`src/rtl/asb_pkg.sv`:
```
package asb_pkg;
   timeunit 1ns;
   timeprecision 1ps;

   typedef enum logic [2:0] {
      PH_IDLE = 3'd0,
      PH_T1   = 3'd1,
      PH_T2   = 3'd2,
      PH_T3   = 3'd3,
      PH_T4   = 3'd4
   } phase_t;

   localparam logic [1:0] SEG_EXTRA = 2'b00;
   localparam logic [1:0] SEG_STACK = 2'b01;
   localparam logic [1:0] SEG_CODE  = 2'b10;
   localparam logic [1:0] SEG_DATA  = 2'b11;

   typedef struct packed {
      logic       io;
      logic       word;
      logic       write;
      logic       ie;
      logic       spare;
      logic [1:0] seg;
   } req_ctl_t;
endpackage

```
`src/rtl/asb_tseq.sv`:
```
module asb_tseq
   import asb_pkg::*;
(
   input  logic   clk,
   input  logic   rst_n,
   input  logic   start_i,
   output phase_t phase_o,
   output logic   accept_o
);
   timeunit 1ns;
   timeprecision 1ps;

   phase_t ph_q, ph_d;

   always_comb begin
      accept_o = start_i && ((ph_q == PH_IDLE) || (ph_q == PH_T4));
      case (ph_q)
         PH_IDLE: ph_d = accept_o ? PH_T1 : PH_IDLE;
         PH_T1:   ph_d = PH_T2;
         PH_T2:   ph_d = PH_T3;
         PH_T3:   ph_d = PH_T4;
         PH_T4:   ph_d = accept_o ? PH_T1 : PH_IDLE;
         default: ph_d = PH_IDLE;
      endcase
   end

   always_ff @(posedge clk or negedge rst_n) begin
      if (!rst_n) ph_q <= PH_IDLE;
      else        ph_q <= ph_d;
   end

   assign phase_o = ph_q;


   t1_to_t2_chk: assert property (@(posedge clk) disable iff (!rst_n)
      (ph_q == PH_T1) |=> (ph_q == PH_T2));

   t3_to_t4_chk: assert property (@(posedge clk) disable iff (!rst_n)
      (ph_q == PH_T3) |=> (ph_q == PH_T4));

   idle_start_chk: assert property (@(posedge clk) disable iff (!rst_n)
      (start_i && ph_q == PH_IDLE) |=> (ph_q == PH_T1));

   busy_ignore_chk: assert property (@(posedge clk) disable iff (!rst_n)
      (start_i && (ph_q == PH_T1 || ph_q == PH_T2)) |=> (ph_q != PH_T1));
endmodule

```
`src/rtl/asb_pinmux.sv`:
```
module asb_pinmux
   import asb_pkg::*;
#(
   parameter int ADDR_W = 20,
   parameter int DATA_W = 16,
   localparam int HI_W  = ADDR_W - DATA_W
) (
   input  logic              clk,
   input  logic              rst_n,
   input  phase_t            phase_i,
   input  req_ctl_t          ctl_i,
   input  logic [ADDR_W-1:0] addr_i,
   input  logic [DATA_W-1:0] lane_data_i,
   output logic [HI_W-1:0]   hi_pins_o,
   output logic              bhe_pin_o,
   output logic [DATA_W-1:0] ad_o
);
   timeunit 1ns;
   timeprecision 1ps;

   logic [HI_W-1:0] status_w;
   logic [HI_W-1:0] hi_addr_w;
   logic            in_status;

   for (genvar b = 0; b < HI_W; b++) begin : g_stat
      if (b < 2) begin : g_seg
         assign status_w[b] = ctl_i.seg[b];
      end else if (b == 2) begin : g_ie
         assign status_w[b] = ctl_i.ie;
      end else begin : g_zero
         assign status_w[b] = 1'b0;
      end
   end

   assign hi_addr_w = ctl_i.io ? '0 : addr_i[ADDR_W-1:DATA_W];
   assign in_status = (phase_i == PH_T2) || (phase_i == PH_T3) || (phase_i == PH_T4);

   always_comb begin
      hi_pins_o = '0;
      bhe_pin_o = 1'b1;
      ad_o      = '0;
      if (phase_i == PH_T1) begin
         hi_pins_o = hi_addr_w;
         bhe_pin_o = !(ctl_i.word || addr_i[0]);
         ad_o      = addr_i[DATA_W-1:0];
      end else if (in_status) begin
         hi_pins_o = status_w;
         bhe_pin_o = ctl_i.spare;
         ad_o      = lane_data_i;
      end
   end


   status_hold_chk: assert property (@(posedge clk) disable iff (!rst_n)
      ((phase_i == PH_T3) || (phase_i == PH_T4)) |->
         ($stable(hi_pins_o) && $stable(bhe_pin_o)));

   idle_pins_chk: assert property (@(posedge clk) disable iff (!rst_n)
      (phase_i == PH_IDLE) |-> (hi_pins_o == '0 && bhe_pin_o && ad_o == '0));
endmodule

```
`src/rtl/asb_lanes.sv`:
```
module asb_lanes
   import asb_pkg::*;
#(
   parameter int DATA_W = 16,
   parameter int LANE_W = 8,
   localparam int NLANE = DATA_W / LANE_W
) (
   input  logic              clk,
   input  logic              rst_n,
   input  phase_t            phase_i,
   input  req_ctl_t          ctl_i,
   input  logic              a0_i,
   input  logic [DATA_W-1:0] wdata_i,
   input  logic [DATA_W-1:0] din_i,
   output logic [DATA_W-1:0] lane_data_o,
   output logic [DATA_W-1:0] rd_word_o,
   output logic              rd_vld_o
);
   timeunit 1ns;
   timeprecision 1ps;

   logic [DATA_W-1:0] wr_lanes;
   logic [LANE_W-1:0] rd_byte;
   logic [DATA_W-1:0] rd_next, rd_q;

   for (genvar l = 0; l < NLANE; l++) begin : g_lane
      assign wr_lanes[l*LANE_W +: LANE_W] =
         ctl_i.word ? wdata_i[l*LANE_W +: LANE_W] :
         (a0_i == 1'(l)) ? wdata_i[LANE_W-1:0] : '0;
   end

   assign rd_byte     = a0_i ? din_i[DATA_W-1:LANE_W] : din_i[LANE_W-1:0];
   assign rd_next     = ctl_i.word ? din_i : {{(DATA_W-LANE_W){1'b0}}, rd_byte};
   assign lane_data_o = ctl_i.write ? wr_lanes : '0;

   always_ff @(posedge clk or negedge rst_n) begin
      if (!rst_n)                                   rd_q <= '0;
      else if (phase_i == PH_T3 && !ctl_i.write)    rd_q <= rd_next;
   end

   assign rd_word_o = rd_q;
   assign rd_vld_o  = (phase_i == PH_T4) && !ctl_i.write;


   byte_lane_chk: assert property (@(posedge clk) disable iff (!rst_n)
      (ctl_i.write && !ctl_i.word && phase_i == PH_T2) |->
         (a0_i ? (lane_data_o[LANE_W-1:0] == '0) : (lane_data_o[DATA_W-1:LANE_W] == '0)));

   rd_hold_chk: assert property (@(posedge clk) disable iff (!rst_n)
      (phase_i == PH_T4) |=> $stable(rd_word_o));
endmodule

```
`src/rtl/asb_mux_top.sv`:
```
module asb_mux_top
   import asb_pkg::*;
#(
   parameter int ADDR_W = 20,
   parameter int DATA_W = 16,
   parameter int LANE_W = 8,
   localparam int HI_W  = ADDR_W - DATA_W
) (
   input  logic              clk,
   input  logic              rst_n,
   input  logic              start_i,
   input  logic [ADDR_W-1:0] addr_i,
   input  logic              io_i,
   input  logic              word_i,
   input  logic              write_i,
   input  logic [1:0]        seg_i,
   input  logic              ie_i,
   input  logic              spare_i,
   input  logic [DATA_W-1:0] wdata_i,
   input  logic [DATA_W-1:0] bus_din_i,
   output logic [HI_W-1:0]   hi_pins_o,
   output logic              bhe_pin_o,
   output logic [DATA_W-1:0] ad_o,
   output logic [2:0]        phase_o,
   output logic [DATA_W-1:0] rd_word_o,
   output logic              rd_vld_o
);
   timeunit 1ns;
   timeprecision 1ps;

   initial begin
      assert (HI_W >= 4) else $error("upper pin group too narrow for status");
      assert (DATA_W == 2 * LANE_W) else $error("bus must have exactly two lanes");
   end

   phase_t            phase;
   logic              accept;
   req_ctl_t          ctl_q;
   logic [ADDR_W-1:0] addr_q;
   logic [DATA_W-1:0] wdata_q, lane_data;

   asb_tseq u_tseq (
      .clk(clk), .rst_n(rst_n), .start_i(start_i),
      .phase_o(phase), .accept_o(accept)
   );

   always_ff @(posedge clk or negedge rst_n) begin
      if (!rst_n) begin
         ctl_q   <= '0;
         addr_q  <= '0;
         wdata_q <= '0;
      end else if (accept) begin
         ctl_q   <= '{io: io_i, word: word_i, write: write_i, ie: ie_i,
                      spare: spare_i, seg: seg_i};
         addr_q  <= addr_i;
         wdata_q <= wdata_i;
      end
   end

   asb_lanes #(.DATA_W(DATA_W), .LANE_W(LANE_W)) u_lanes (
      .clk(clk), .rst_n(rst_n), .phase_i(phase), .ctl_i(ctl_q),
      .a0_i(addr_q[0]), .wdata_i(wdata_q), .din_i(bus_din_i),
      .lane_data_o(lane_data), .rd_word_o(rd_word_o), .rd_vld_o(rd_vld_o)
   );

   asb_pinmux #(.ADDR_W(ADDR_W), .DATA_W(DATA_W)) u_pinmux (
      .clk(clk), .rst_n(rst_n), .phase_i(phase), .ctl_i(ctl_q),
      .addr_i(addr_q), .lane_data_i(lane_data),
      .hi_pins_o(hi_pins_o), .bhe_pin_o(bhe_pin_o), .ad_o(ad_o)
   );

   assign phase_o = phase;


   io_zero_chk: assert property (@(posedge clk) disable iff (!rst_n)
      (accept && io_i) |=> (hi_pins_o == '0));

   word_bhe_chk: assert property (@(posedge clk) disable iff (!rst_n)
      (accept && word_i) |=> !bhe_pin_o);
endmodule

```
`config.mk`:
```
export PLATFORM = sky130hd
export DESIGN_NAME = asb_mux_top
export DESIGN_NICKNAME = d
export VERILOG_FILES = /design/src/rtl/asb_pkg.sv /design/src/rtl/asb_tseq.sv /design/src/rtl/asb_pinmux.sv /design/src/rtl/asb_lanes.sv /design/src/rtl/asb_mux_top.sv
export SDC_FILE = /design/constraint.sdc
export NUM_CORES = 1
export LEC_CHECK = 0
export BUFFER_PORTS_ARGS = -buffer_cell sky130_fd_sc_hd__buf_4
export CAP_MARGIN = 30
export CORE_MARGIN = 10
export CORE_UTILIZATION = 26
export CTS_BUF_LIST = sky130_fd_sc_hd__clkbuf_8
export DETAILED_ROUTE_END_ITERATION = 6
export PLACE_DENSITY_LB_ADDON = 0.2
export SLEW_MARGIN = 40
export SYNTH_ARGS = -nofsm -noshare
export SYNTH_HDL_FRONTEND = slang
export SYNTH_SLANG_ARGS = --single-unit
export TNS_END_PERCENT = 1
```
`constraint.sdc`:
```
create_clock -name clk -period 2.65 [get_ports clk]
set_input_delay 0.3975 -clock clk [delete_from_list [all_inputs] [get_ports clk]]
set_output_delay 0.3975 -clock clk [all_outputs]
set_load 0.05 [all_outputs]
```
==> results of run 1 <==
-- kinds of logic (layout without fill, tap and decap cells) --
family                    Yosys count  in the layout
muxes                              43             43
AOI/OAI and AO/OA                  44             44
DFF                                62             62
xor gates and xnor gates            1              1
and+or+nand+nor                    73             73
buffers and inverters              21            130
-- state kept, by name (all words and copies together) (netlist names) --
| register | cells |
|---|---|
| addr_q | 20 |
| ctl_q | 7 |
| u_lanes.rd_word_o | 16 |
| u_tseq.phase_o | 3 |
| wdata_q | 16 |
-- metrics by stage --
step / instance area, sq um / hold slack, ns
2_1_floorplan: 2950 / 0.102
3_3_place_gp: 3860 / 0.478
3_5_place_dp: 3870 / 0.435
4_1_cts: 4120 / 0.0715
5_1_grt: 4120 / 0.0725
6_report: 4120 / 0.0283
-- final cells by class --
cell class,instances,area [sq um],share of cell area
clock buffer,11,151,0.0367
clock inverter,5,105,0.0255
inverter,1,3.75,0.000910
multi-input combinational,161,1280,0.312
sequential,62,1550,0.376
tap,140,175,0.0425
timing repair buffer,113,852,0.207
-- final timing paths --
check,startpoint,to,slack (ns)
setup / recovery,u_tseq.phase_o[2]$_DFF_PN0_,ad_o[13],0.41
hold / removal,rst_n,u_lanes.rd_word_o[2]$_DFFE_PN0P_,0.03
setup reg to reg,u_tseq.phase_o[1]$_DFF_PN0_,addr_q[9]$_DFFE_PN0P_,0.85
hold reg to reg,u_lanes.rd_word_o[9]$_DFFE_PN0P_,u_lanes.rd_word_o[9]$_DFFE_PN0P_,0.49
max in group asynchronous,rst_n,addr_q[6]$_DFFE_PN0P_,2.17
min in group clk,addr_i[19],addr_q[19]$_DFFE_PN0P_,0.29
-- power groups by stage --
stage	registers (mW)	logic [mW]	clock network, mW
CTS	1.77	3.57	1.09
global route	1.84	3.74	1.14
global placement	1.79	3.53	0
finish	1.77	3.51	1.05
floorplan	2.11	2.17	0
detailed placement	1.79	3.56	0
-- layer usage --
layer	vias to the layer above	share of wire
met1	1054	0.50
met3	5	0.072
met5	-	0
met4	0	0.011
met2	75	0.42
li1	1094	-
-- cell usage after synthesis, types with 2 or more instances --
master / count
nand3_1: 8
a31oi_1: 11
and3b_1: 3
nor4b_1: 2
clkbuf_1: 6
nor2_1: 14
buf_6: 5
a32o_1: 8
a22oi_1: 7
o22ai_1: 3
mux2_4: 20
nand2_1: 39
nand2b_1: 2
mux2_2: 23
o2bb2ai_1: 8
buf_2: 8
dfrtp_1: 62
o21ai_0: 3
==> impl_metrics.env, run 1 <==
export IMPL_status="finished, final reports clean"
export IMPL_antenna_cells=0
export IMPL_ys_types=30
export IMPL_dieArea_sq_um=16000
export IMPL_cts_buffers=9
export IMPL_async_flop_share=1.00
export IMPL_crit_arrival_ns=1.84
export IMPL_drive_above_1_share=0.501
export IMPL_port_buffers=102
export IMPL_synth_area_leader_cell="dfrtp_1"
export IMPL_fillers=1101
export IMPL_crit_required_ns=2.25
export IMPL_cts_tree="yes"
export IMPL_fin_tns_setup_ns=0
export IMPL_synthTopCellsByArea="dfrtp_1 53%, mux2_4 10%, mux2_2 8.8%, nand2_1 5.0%, a32o_1 2.7%"
export IMPL_yosys_warnings=0
export IMPL_critPathBufInv=1
export IMPL_crit_chain="nand2_1 -> o32a_1 -> o2bb2ai_1 -> buf_4"
export IMPL_path_delay_family="compound AO/OA/AOI/OAI gates"
export IMPL_cts_max_level=3
export IMPL_vias=2228
export IMPL_wl_per_cell_um=17.8
export IMPL_place_congestion=0.736
export IMPL_final_common_cell="buf_4"
export IMPL_root_buffer="clkbuf_8"
export IMPL_start_util=0.269
export IMPL_ys_flop_type="dfrtp_1"
export IMPL_cp_start_kind="flop"
export IMPL_drt_initial_drc_count=118
export IMPL_io_pin_count=103
export IMPL_fin_crit_ns=2.24
export IMPL_drc=0
export IMPL_synth_top_family_by_area="multiplexers"
export IMPL_cellPowerDensity_nw_per_um2=1540
export IMPL_muxShareOfSynthArea=0.190
export IMPL_hpwl_um=6470
export IMPL_synth_top_area_share=0.527
export IMPL_crit_fanout=8
export IMPL_grt_pass1_wl_um=13700
export IMPL_clk_latency_ns=0.33
export IMPL_power_internal_mw=3.45
export IMPL_cpPeakStageDelay_ns=0.50
export IMPL_core_area_sq_um=10900
export IMPL_drv_cap=0
export IMPL_ctsResizeCount=0
export IMPL_crit_path_top_delay_cell="dfrtp_1"
export IMPL_p_comb_frac=0.554
export IMPL_swShare=0.457
export IMPL_synth_cells=244
export IMPL_ant_nets=0
export IMPL_worstHoldPathType="in -> async"
export IMPL_fmax_ghz=0.447
export IMPL_worst_r2r_cell_count=4
export IMPL_routed_wirelength_um=8780
export IMPL_netlist_area_sq_um=2940
export IMPL_grt_pass1_vias=2323
export IMPL_area_growth_pct=40.2
export IMPL_synthAdderAreaFrac=0
export IMPL_seq_power_share=0.280
export IMPL_first_pass_iters=4
export IMPL_synth_compound_area_frac=0.118
export IMPL_grt_max_degree=63
export IMPL_worst_slack_ns=0.414
export IMPL_grt_util_met3=0.0362
export IMPL_hold_viol=0
export IMPL_synth_edff_count=0
export IMPL_die_x_um=126
export IMPL_cts_setup_buffers=0
export IMPL_gr_usage_met2=0.149
export IMPL_rows=38
export IMPL_syn_area_per_cell_sq_um=12.1
export IMPL_post_route_util=0.377
export IMPL_layout_cells_non_filler=493
export IMPL_crit_type="reg -> out"
export IMPL_yosys_area_share_simple=0.118
export IMPL_grt_use_total=0.108
export IMPL_fin_skew_ns=0.00891
export IMPL_finalMaxSlewViolations=0
export IMPL_power_frac_clock=0.166
export IMPL_p_sw_mw=2.90
export IMPL_max_slew_margin_rel=0.597
export IMPL_synthesis_nets=306
export IMPL_synth_xor_area_frac=0.00298
export IMPL_clock_path_buffers=2
export IMPL_overflow=0
export IMPL_post_place_ws_ns=0.760
export IMPL_layout_nets=410
export IMPL_gr_usage_met1=0.152
export IMPL_hold_buffers=0
export IMPL_rsz0062_at_grt="false"
export IMPL_yosysSeqAreaShare=0.527
export IMPL_antenna_found_initial=0
export IMPL_power_mw=6.34
export IMPL_layout_common_cells="112 x buf_4, 62 x dfrtp_1, 39 x nand2_1"
export IMPL_period_share=0.844
export IMPL_die_h_um=126
export IMPL_avgViaCountPerCell=4.52
export IMPL_cp_num_cells=4
export IMPL_setup_violations_final=0
export IMPL_yosys_register_bits=62
export IMPL_worst_setup_path_end_kind="output port"
export IMPL_total_leakage_power_nw=1.91
export IMPL_clkSinkCount=62
export IMPL_max_slew_worst_pin_slew_ns=0.605
export IMPL_clkTransAtPathRegs_ns=0.07
export IMPL_dp_cells=477
export IMPL_top_usage_layer="met1"
export IMPL_ir_drop_mv=0.612
No activity file was read; power rests on OpenSTA's default activity.
==> run 2, diff against run 1 <==
--- a/config.mk
+++ b/config.mk
@@ -5,6 +5,7 @@
 export SDC_FILE = /design/constraint.sdc
 export NUM_CORES = 1
 export LEC_CHECK = 0
+export ABC_AREA = 1
 export BUFFER_PORTS_ARGS = -buffer_cell sky130_fd_sc_hd__buf_4
 export CAP_MARGIN = 30
 export CORE_MARGIN = 10
==> constraint.sdc (replaced) <==
create_clock -name clk -period 1.9 [get_ports clk]
set_input_delay 0.285 -clock clk [delete_from_list [all_inputs] [get_ports clk]]
set_output_delay 0.285 -clock clk [all_outputs]
set_load 0.05 [all_outputs]
==> run 2 against run 1 <==
- clock power grew 26%
- final area grew 6.4%
- non-clock buffer count grew 6
- synthesized area grew 2.6%
- synthesized cell count grew 70%
- die area grew 2.2%
- clock-buffer cell count is the same
- cell count grew 36%
- clock skew is essentially flat
- hold slack gained 0.15 ns
- total power grew 44%
- register-to-register slack lost 0.42 ns
- largest cell class unchanged
==> impl_metrics.env, run 2 <==
export IMPL_fin_crit_ns=1.89
export IMPL_ys_types=17
export IMPL_total_leakage_power_nw=2.44
export IMPL_yosys_area_share_simple=0.393
export IMPL_critPathBufInv=3
export IMPL_holdCritStartpoint="seg_i[0]"
export IMPL_place_congestion=0.807
export IMPL_worst_r2r_cell_count=6
export IMPL_yosys_register_bits=62
export IMPL_first_pass_iters=7
export IMPL_fmax_ghz=0.530
export IMPL_synth_common_cells="204 x nand2_1, 62 x dfrtp_1, 55 x nand3_1"
export IMPL_clkTransAtPathRegs_ns=0.07
export IMPL_hold_viol=0
export IMPL_clkSinkCount=62
export IMPL_worstHoldPathType="in -> reg"
export IMPL_fin_tns_setup_ns=0
export IMPL_root_buffer="clkbuf_8"
export IMPL_avgViaCountPerCell=4.41
export IMPL_layout_nets=584
export IMPL_rows=39
export IMPL_wl_per_cell_um=14.9
export IMPL_final_common_cell="nand2_1"
export IMPL_drt_initial_drc_count=126
export IMPL_drive_above_1_share=0.287
export IMPL_yosysSeqAreaShare=0.514
export IMPL_port_buffers=102
export IMPL_syn_area_per_cell_sq_um=7.29
export IMPL_start_util=0.265
export IMPL_path_delay_family="buffers and inverters"
export IMPL_muxShareOfSynthArea=0
export IMPL_ys_flop_type="dfrtp_1"
export IMPL_drv_cap=0
export IMPL_drc=0
export IMPL_synth_top_area_share=0.514
export IMPL_overflow=0
export IMPL_vias=2948
export IMPL_layout_common_cells="199 x nand2_1, 93 x buf_4, 60 x dfrtp_1"
export IMPL_top_register="addr_q"
export IMPL_die_x_um=128
export IMPL_netlist_area_sq_um=3020
export IMPL_synth_compound_area_frac=0.0249
export IMPL_die_h_um=128
export IMPL_post_route_util=0.386
export IMPL_rsz0062_at_grt="true"
export IMPL_io_pin_count=103
export IMPL_grt_max_degree=41
export IMPL_swShare=0.499
export IMPL_dp_cells=648
export IMPL_crit_type="reg -> out"
export IMPL_synthAdderAreaFrac=0
export IMPL_routed_wirelength_um=9970
export IMPL_crit_path_top_delay_cell="dfrtp_1"
export IMPL_synth_edff_count=0
export IMPL_r2r_end="ctl_q[4]$_DFFE_PN0P_"
export IMPL_seq_power_share=0.262
export IMPL_synthMostInstantiatedCell="nand2_1"
export IMPL_cellPowerDensity_nw_per_um2=2080
export IMPL_largest_reg_flops=20
export IMPL_ant_nets=0
export IMPL_regToRegSetupSlack_ns=0.43
export IMPL_crit_start="u_tseq.phase_o[1]$_DFF_PN0_"
export IMPL_hpwl_um=7170
export IMPL_cpPeakStageDelay_ns=0.43
export IMPL_max_slew_margin_rel=0.673
export IMPL_dieArea_sq_um=16300
export IMPL_setup_violations_final=0
export IMPL_crit_fanout=8
export IMPL_grt_use_total=0.121
export IMPL_layout_cells_non_filler=669
export IMPL_ir_drop_mv=0.955
export IMPL_synth_area_leader_cell="dfrtp_1"
export IMPL_finalMaxSlewViolations=0
export IMPL_power_frac_clock=0.145
export IMPL_synthesis_nets=476
export IMPL_reg2reg_from="u_tseq.phase_o[0]$_DFF_PN0_"
export IMPL_crit_chain="nand3b_1 -> buf_6 -> clkinvlp_4 -> nand2_1 -> nand2_1 -> buf_6"
export IMPL_p_comb_frac=0.593
export IMPL_fin_skew_ns=0.00874
export IMPL_max_slew_worst_pin_slew_ns=0.491
export IMPL_synth_top_family_by_area="simple AND/OR/NAND/NOR gates"
export IMPL_core_area_sq_um=11400
export IMPL_clock_path_buffers=2
export IMPL_cts_buffers=9
export IMPL_holdPathEnd="ctl_q[0]$_DFFE_PN0P_"
export IMPL_synth_xor_area_frac=0
export IMPL_async_flop_share=1.00
export IMPL_grt_pass1_vias=3175
export IMPL_clk_latency_ns=0.33
export IMPL_cp_start_kind="flop"
export IMPL_power_internal_mw=4.57
export IMPL_cts_tree="yes"
export IMPL_antenna_cells=0
export IMPL_p_sw_mw=4.55
export IMPL_grt_pass1_wl_um=16100
export IMPL_crit_arrival_ns=1.60
export IMPL_crit_required_ns=1.62
export IMPL_worst_setup_path_end_kind="output port"
export IMPL_synthTopCellsByArea="dfrtp_1 51%, nand2_1 25%, nand3_1 9.1%, nor2_1 3.2%, inv_1 2.5%"
export IMPL_yosys_warnings=0
export IMPL_antenna_found_initial=0
export IMPL_area_growth_pct=45.4
export IMPL_synth_cells=414
export IMPL_status="finished, final reports clean"
export IMPL_holdPathStages=3
export IMPL_period_share=0.993
export IMPL_cts_max_level=3
## run 2: repair_timing
item,in CTS,in global routing
gates resized for setup,29,8
endpoints found under the setup margin,20,21
cloned,2,0
buffers inserted,3,0
hold buffers,1,0
endpoints found under the hold margin,32,0
pin swaps,8,2
## run 2: final cells by class
| type | count | area (sq um) |
|---|---|---|
| clock buffers | 11 | 151 |
| clock inverters | 4 | 71.3 |
| fillers | 1222 | 6980 |
| inverters | 23 | 88.8 |
| multi-input cells | 306 | 1300 |
| flip-flops and latches | 62 | 1550 |
| well taps | 143 | 179 |
| repair buffers | 119 | 1030 |
| repair inverters | 1 | 7.51 |
## run 2: power by group through the flow
stage | combinational (mW) | sequential [mW] | clock (mW)
2_1_floorplan | 2.80 | 2.94 | 0
3_3_place_gp | 4.95 | 2.38 | 0
3_5_place_dp | 4.98 | 2.40 | 0
4_1_cts | 5.42 | 2.39 | 1.36
5_1_grt | 5.88 | 2.48 | 1.43
6_report | 5.40 | 2.39 | 1.32
## run 2: how the worst max path moves through the flow
stage          cells past startpoint  slack, ns            to
2_1_floorplan                      5      -0.03      ad_o[10]
3_3_place_gp                       5       0.29  hi_pins_o[3]
3_5_place_dp                       5       0.24  hi_pins_o[3]
4_1_cts                            6      -0.02  hi_pins_o[0]
5_1_grt                            6      -0.11      ad_o[11]
6_report                           6       0.01       ad_o[8]
## run 2: routing by layer
metal  vias up  routed length (um)  GRT usage
li1       1496                   -          -
met1      1358                4670      0.152
met2        84                4500      0.192
met3        10                 674     0.0451
met4         0                 126     0.0325
met5         -                   0          0
## run 2: worst reg2reg max path: cells and delay by family (launching register included)
family	cells	cell delay, ns
flip-flops	1	0.44
AND/OR/NAND/NOR	3	0.37
buffers and inverters	2	0.48
AO/OA/AOI/OAI	1	0.06
## run 2: through the flow
step / power (mW) / hold WS [ns] / cell area (sq um) / setup slack [ns]
finish: 9.12 / 0.177 / 4390 / 0.0137
floorplan: 5.74 / -0.0106 / 3020 / -0.0350
detailed placement: 7.38 / 0.278 / 3970 / 0.241
global placement: 7.33 / 0.278 / 3970 / 0.288
CTS: 9.17 / 0.160 / 4360 / -0.0196
global route: 9.79 / 0.168 / 4390 / -0.112
## run 2: cells by family after synthesis
group | count (synthesis)
flip-flops | 62
AND/OR/NAND/NOR | 291
buffers and inverters | 46
AO/OA/AOI/OAI | 15
==> run 3, diff against run 2 <==
--- a/config.mk
+++ b/config.mk
@@ -9,7 +9,7 @@
 export BUFFER_PORTS_ARGS = -buffer_cell sky130_fd_sc_hd__buf_4
 export CAP_MARGIN = 30
 export CORE_MARGIN = 10
-export CORE_UTILIZATION = 26
+export CORE_UTILIZATION = 47
 export CTS_BUF_LIST = sky130_fd_sc_hd__clkbuf_8
 export DETAILED_ROUTE_END_ITERATION = 6
 export PLACE_DENSITY_LB_ADDON = 0.2
==> run 3 against run 2 <==
- via count grew 0.31%
- register-to-register slack got worse by 0.13 ns
- die area down 39%
- first-iteration DRC count decreased by 13%
- clock skew rose by 0.0013 ns
- non-clock buffer count down 1
- total power increased by 0.24%
- critical path depth is 1 higher
- combinational power grew 0.7%
- fmax down 0.61%
- largest cell class unchanged
==> impl_metrics.env, run 3 (synthesis gave the netlist of run 2 again) <==
export IMPL_status="finished, final reports clean"
export IMPL_cellPowerDensity_nw_per_um2=2100
export IMPL_clkTransAtPathRegs_ns=0.07
export IMPL_holdCritStartpoint="addr_i[17]"
export IMPL_final_common_cell="nand2_1"
export IMPL_fin_tns_setup_ns=0
export IMPL_worstHoldPathType="in -> reg"
export IMPL_finalMaxSlewViolations=0
export IMPL_clkSinkCount=62
export IMPL_drv_cap=0
export IMPL_crit_fanout=10
export IMPL_cts_max_level=3
export IMPL_grt_pass1_wl_um=14400
export IMPL_antenna_found_initial=0
export IMPL_max_slew_worst_pin_slew_ns=0.413
export IMPL_fin_crit_ns=1.90
export IMPL_hpwl_um=6200
export IMPL_crit_chain="nor2_4 -> nand2_2 -> nand2_4 -> clkbuf_16 -> nand3_1 -> nand2_1 -> buf_6"
export IMPL_worst_setup_path_end_kind="output port"
export IMPL_die_x_um=100
export IMPL_fin_skew_ns=0.0101
export IMPL_root_buffer="clkbuf_8"
export IMPL_clock_path_buffers=2
export IMPL_fmax_ghz=0.527
export IMPL_regToRegSetupSlack_ns=0.30
export IMPL_antenna_cells=0
export IMPL_rows=29
export IMPL_max_slew_margin_rel=0.724
export IMPL_crit_path_top_delay_cell="dfrtp_2"
export IMPL_port_buffers=102
export IMPL_grt_pass1_vias=2996
export IMPL_worst_r2r_cell_count=6
export IMPL_rsz0062_at_grt="true"
export IMPL_io_pin_count=103
export IMPL_crit_required_ns=1.62
export IMPL_overflow=0
export IMPL_dieArea_sq_um=10000
export IMPL_total_leakage_power_nw=2.44
export IMPL_cts_buffers=9
export IMPL_vias=2957
export IMPL_setup_violations_final=0
export IMPL_cp_start_kind="flop"
export IMPL_period_share=0.999
export IMPL_routed_wirelength_um=8910
export IMPL_first_pass_iters=4
export IMPL_post_dp_cell_area_sq_um=3880
export IMPL_place_congestion=0.836
export IMPL_core_area_sq_um=6280
export IMPL_layout_common_cells="194 x nand2_1, 92 x buf_4, 59 x dfrtp_1"
export IMPL_drc=0
export IMPL_r2r_end="ctl_q[4]$_DFFE_PN0P_"
export IMPL_ant_nets=0
export IMPL_largest_reg_flops=20
export IMPL_crit_start="u_tseq.phase_o[0]$_DFF_PN0_"
export IMPL_crit_type="reg -> out"
export IMPL_crit_arrival_ns=1.61
export IMPL_die_h_um=100
export IMPL_hold_viol=0
export IMPL_ir_drop_mv=1.24
export IMPL_drive_above_1_share=0.302
export IMPL_multiInputGateArea_sq_um=1320
export IMPL_avgViaCountPerCell=4.92
export IMPL_layout_nets=582
export IMPL_drt_initial_drc_count=109
export IMPL_top_register="addr_q"
export IMPL_clk_latency_ns=0.34
export IMPL_fillers=498
export IMPL_start_util=0.481
export IMPL_crit_end="ad_o[12]"
export IMPL_cts_tree="yes"
export IMPL_grt_use_total=0.177
export IMPL_ff_latch_area_sq_um=1560
export IMPL_wl_per_cell_um=14.8
export IMPL_area_growth_pct=43.9
export IMPL_cpPeakStageDelay_ns=0.45
export IMPL_final_design_area_no_fill_sq_um=4340
export IMPL_grt_max_degree=63
export IMPL_reg2reg_from="u_tseq.phase_o[0]$_DFF_PN0_"
## run 3: cell count changes in the layout (fill, tap and decap cells not counted), moves of 2 or more
cell	before	now
nand3_2	0	2
nand2_2	6	11
clkbuf_16	0	2
nand3_1	55	53
buf_8	2	7
buf_6	20	14
nand2_1	199	194
nor2_2	1	3
## run 3: power breakdown
part	switching, mW	internal [mW]	leakage [nW]
registers	0.437	1.96	0.745
clock network	0.509	0.798	0.113
logic	3.55	1.88	1.59
total	4.50	4.64	2.44
## run 3: cell type report
cell class	instances	share of cell area
inverters	23	0.0210
well taps	77	0.0222
clock inverters	4	0.0164
repair buffers	118	0.243
multi-input cells	306	0.305
clock buffers	11	0.0349
flip-flops and latches	62	0.358
## run 3: worst min path at each step
stage,end,cells after the start
after global placement,u_lanes.rd_word_o[2]$_DFFE_PN0P_,2
after detailed placement,u_lanes.rd_word_o[2]$_DFFE_PN0P_,2
after CTS,addr_q[17]$_DFFE_PN0P_,3
final,addr_q[17]$_DFFE_PN0P_,3
after global routing,addr_q[16]$_DFFE_PN0P_,3
after floorplan,addr_q[0]$_DFFE_PN0P_,0
## run 3: stage by stage
step,hold WS [ns],power [mW],util,std cells,setup WS [ns]
2_1_floorplan,-0.0106,5.74,-,414,-0.0350
5_1_grt,0.171,9.76,0.692,601,-0.0840
3_3_place_gp,0.308,7.20,0.618,581,0.316
6_report,0.173,9.14,0.692,601,0.00213
3_5_place_dp,0.313,7.27,0.618,581,0.276
4_1_cts,0.163,8.81,0.667,597,-0.0455
## run 3: timing repair
action | 4_1_cts | 5_1_grt
cloned | 0 | 2
hold endpoints to repair | 62 | 0
setup endpoints to repair | 18 | 20
hold buffers | 1 | 0
buffers inserted | 0 | 2
resized for setup | 21 | 28
pin swaps | 2 | 10
## run 3: routing by layer
layer / global-route usage / routed length (um)
met5: 0 / 0
met4: 0.0804 / 136
met3: 0.0536 / 790
met2: 0.273 / 4300
met1: 0.223 / 3690
## run 3: worst max-delay path, delay by kind of cell (launching register included)
| family | cells | cell delay (ns) |
|---|---|---|
| flops | 1 | 0.45 |
| simple gates | 5 | 0.49 |
| buf+inv | 2 | 0.33 |
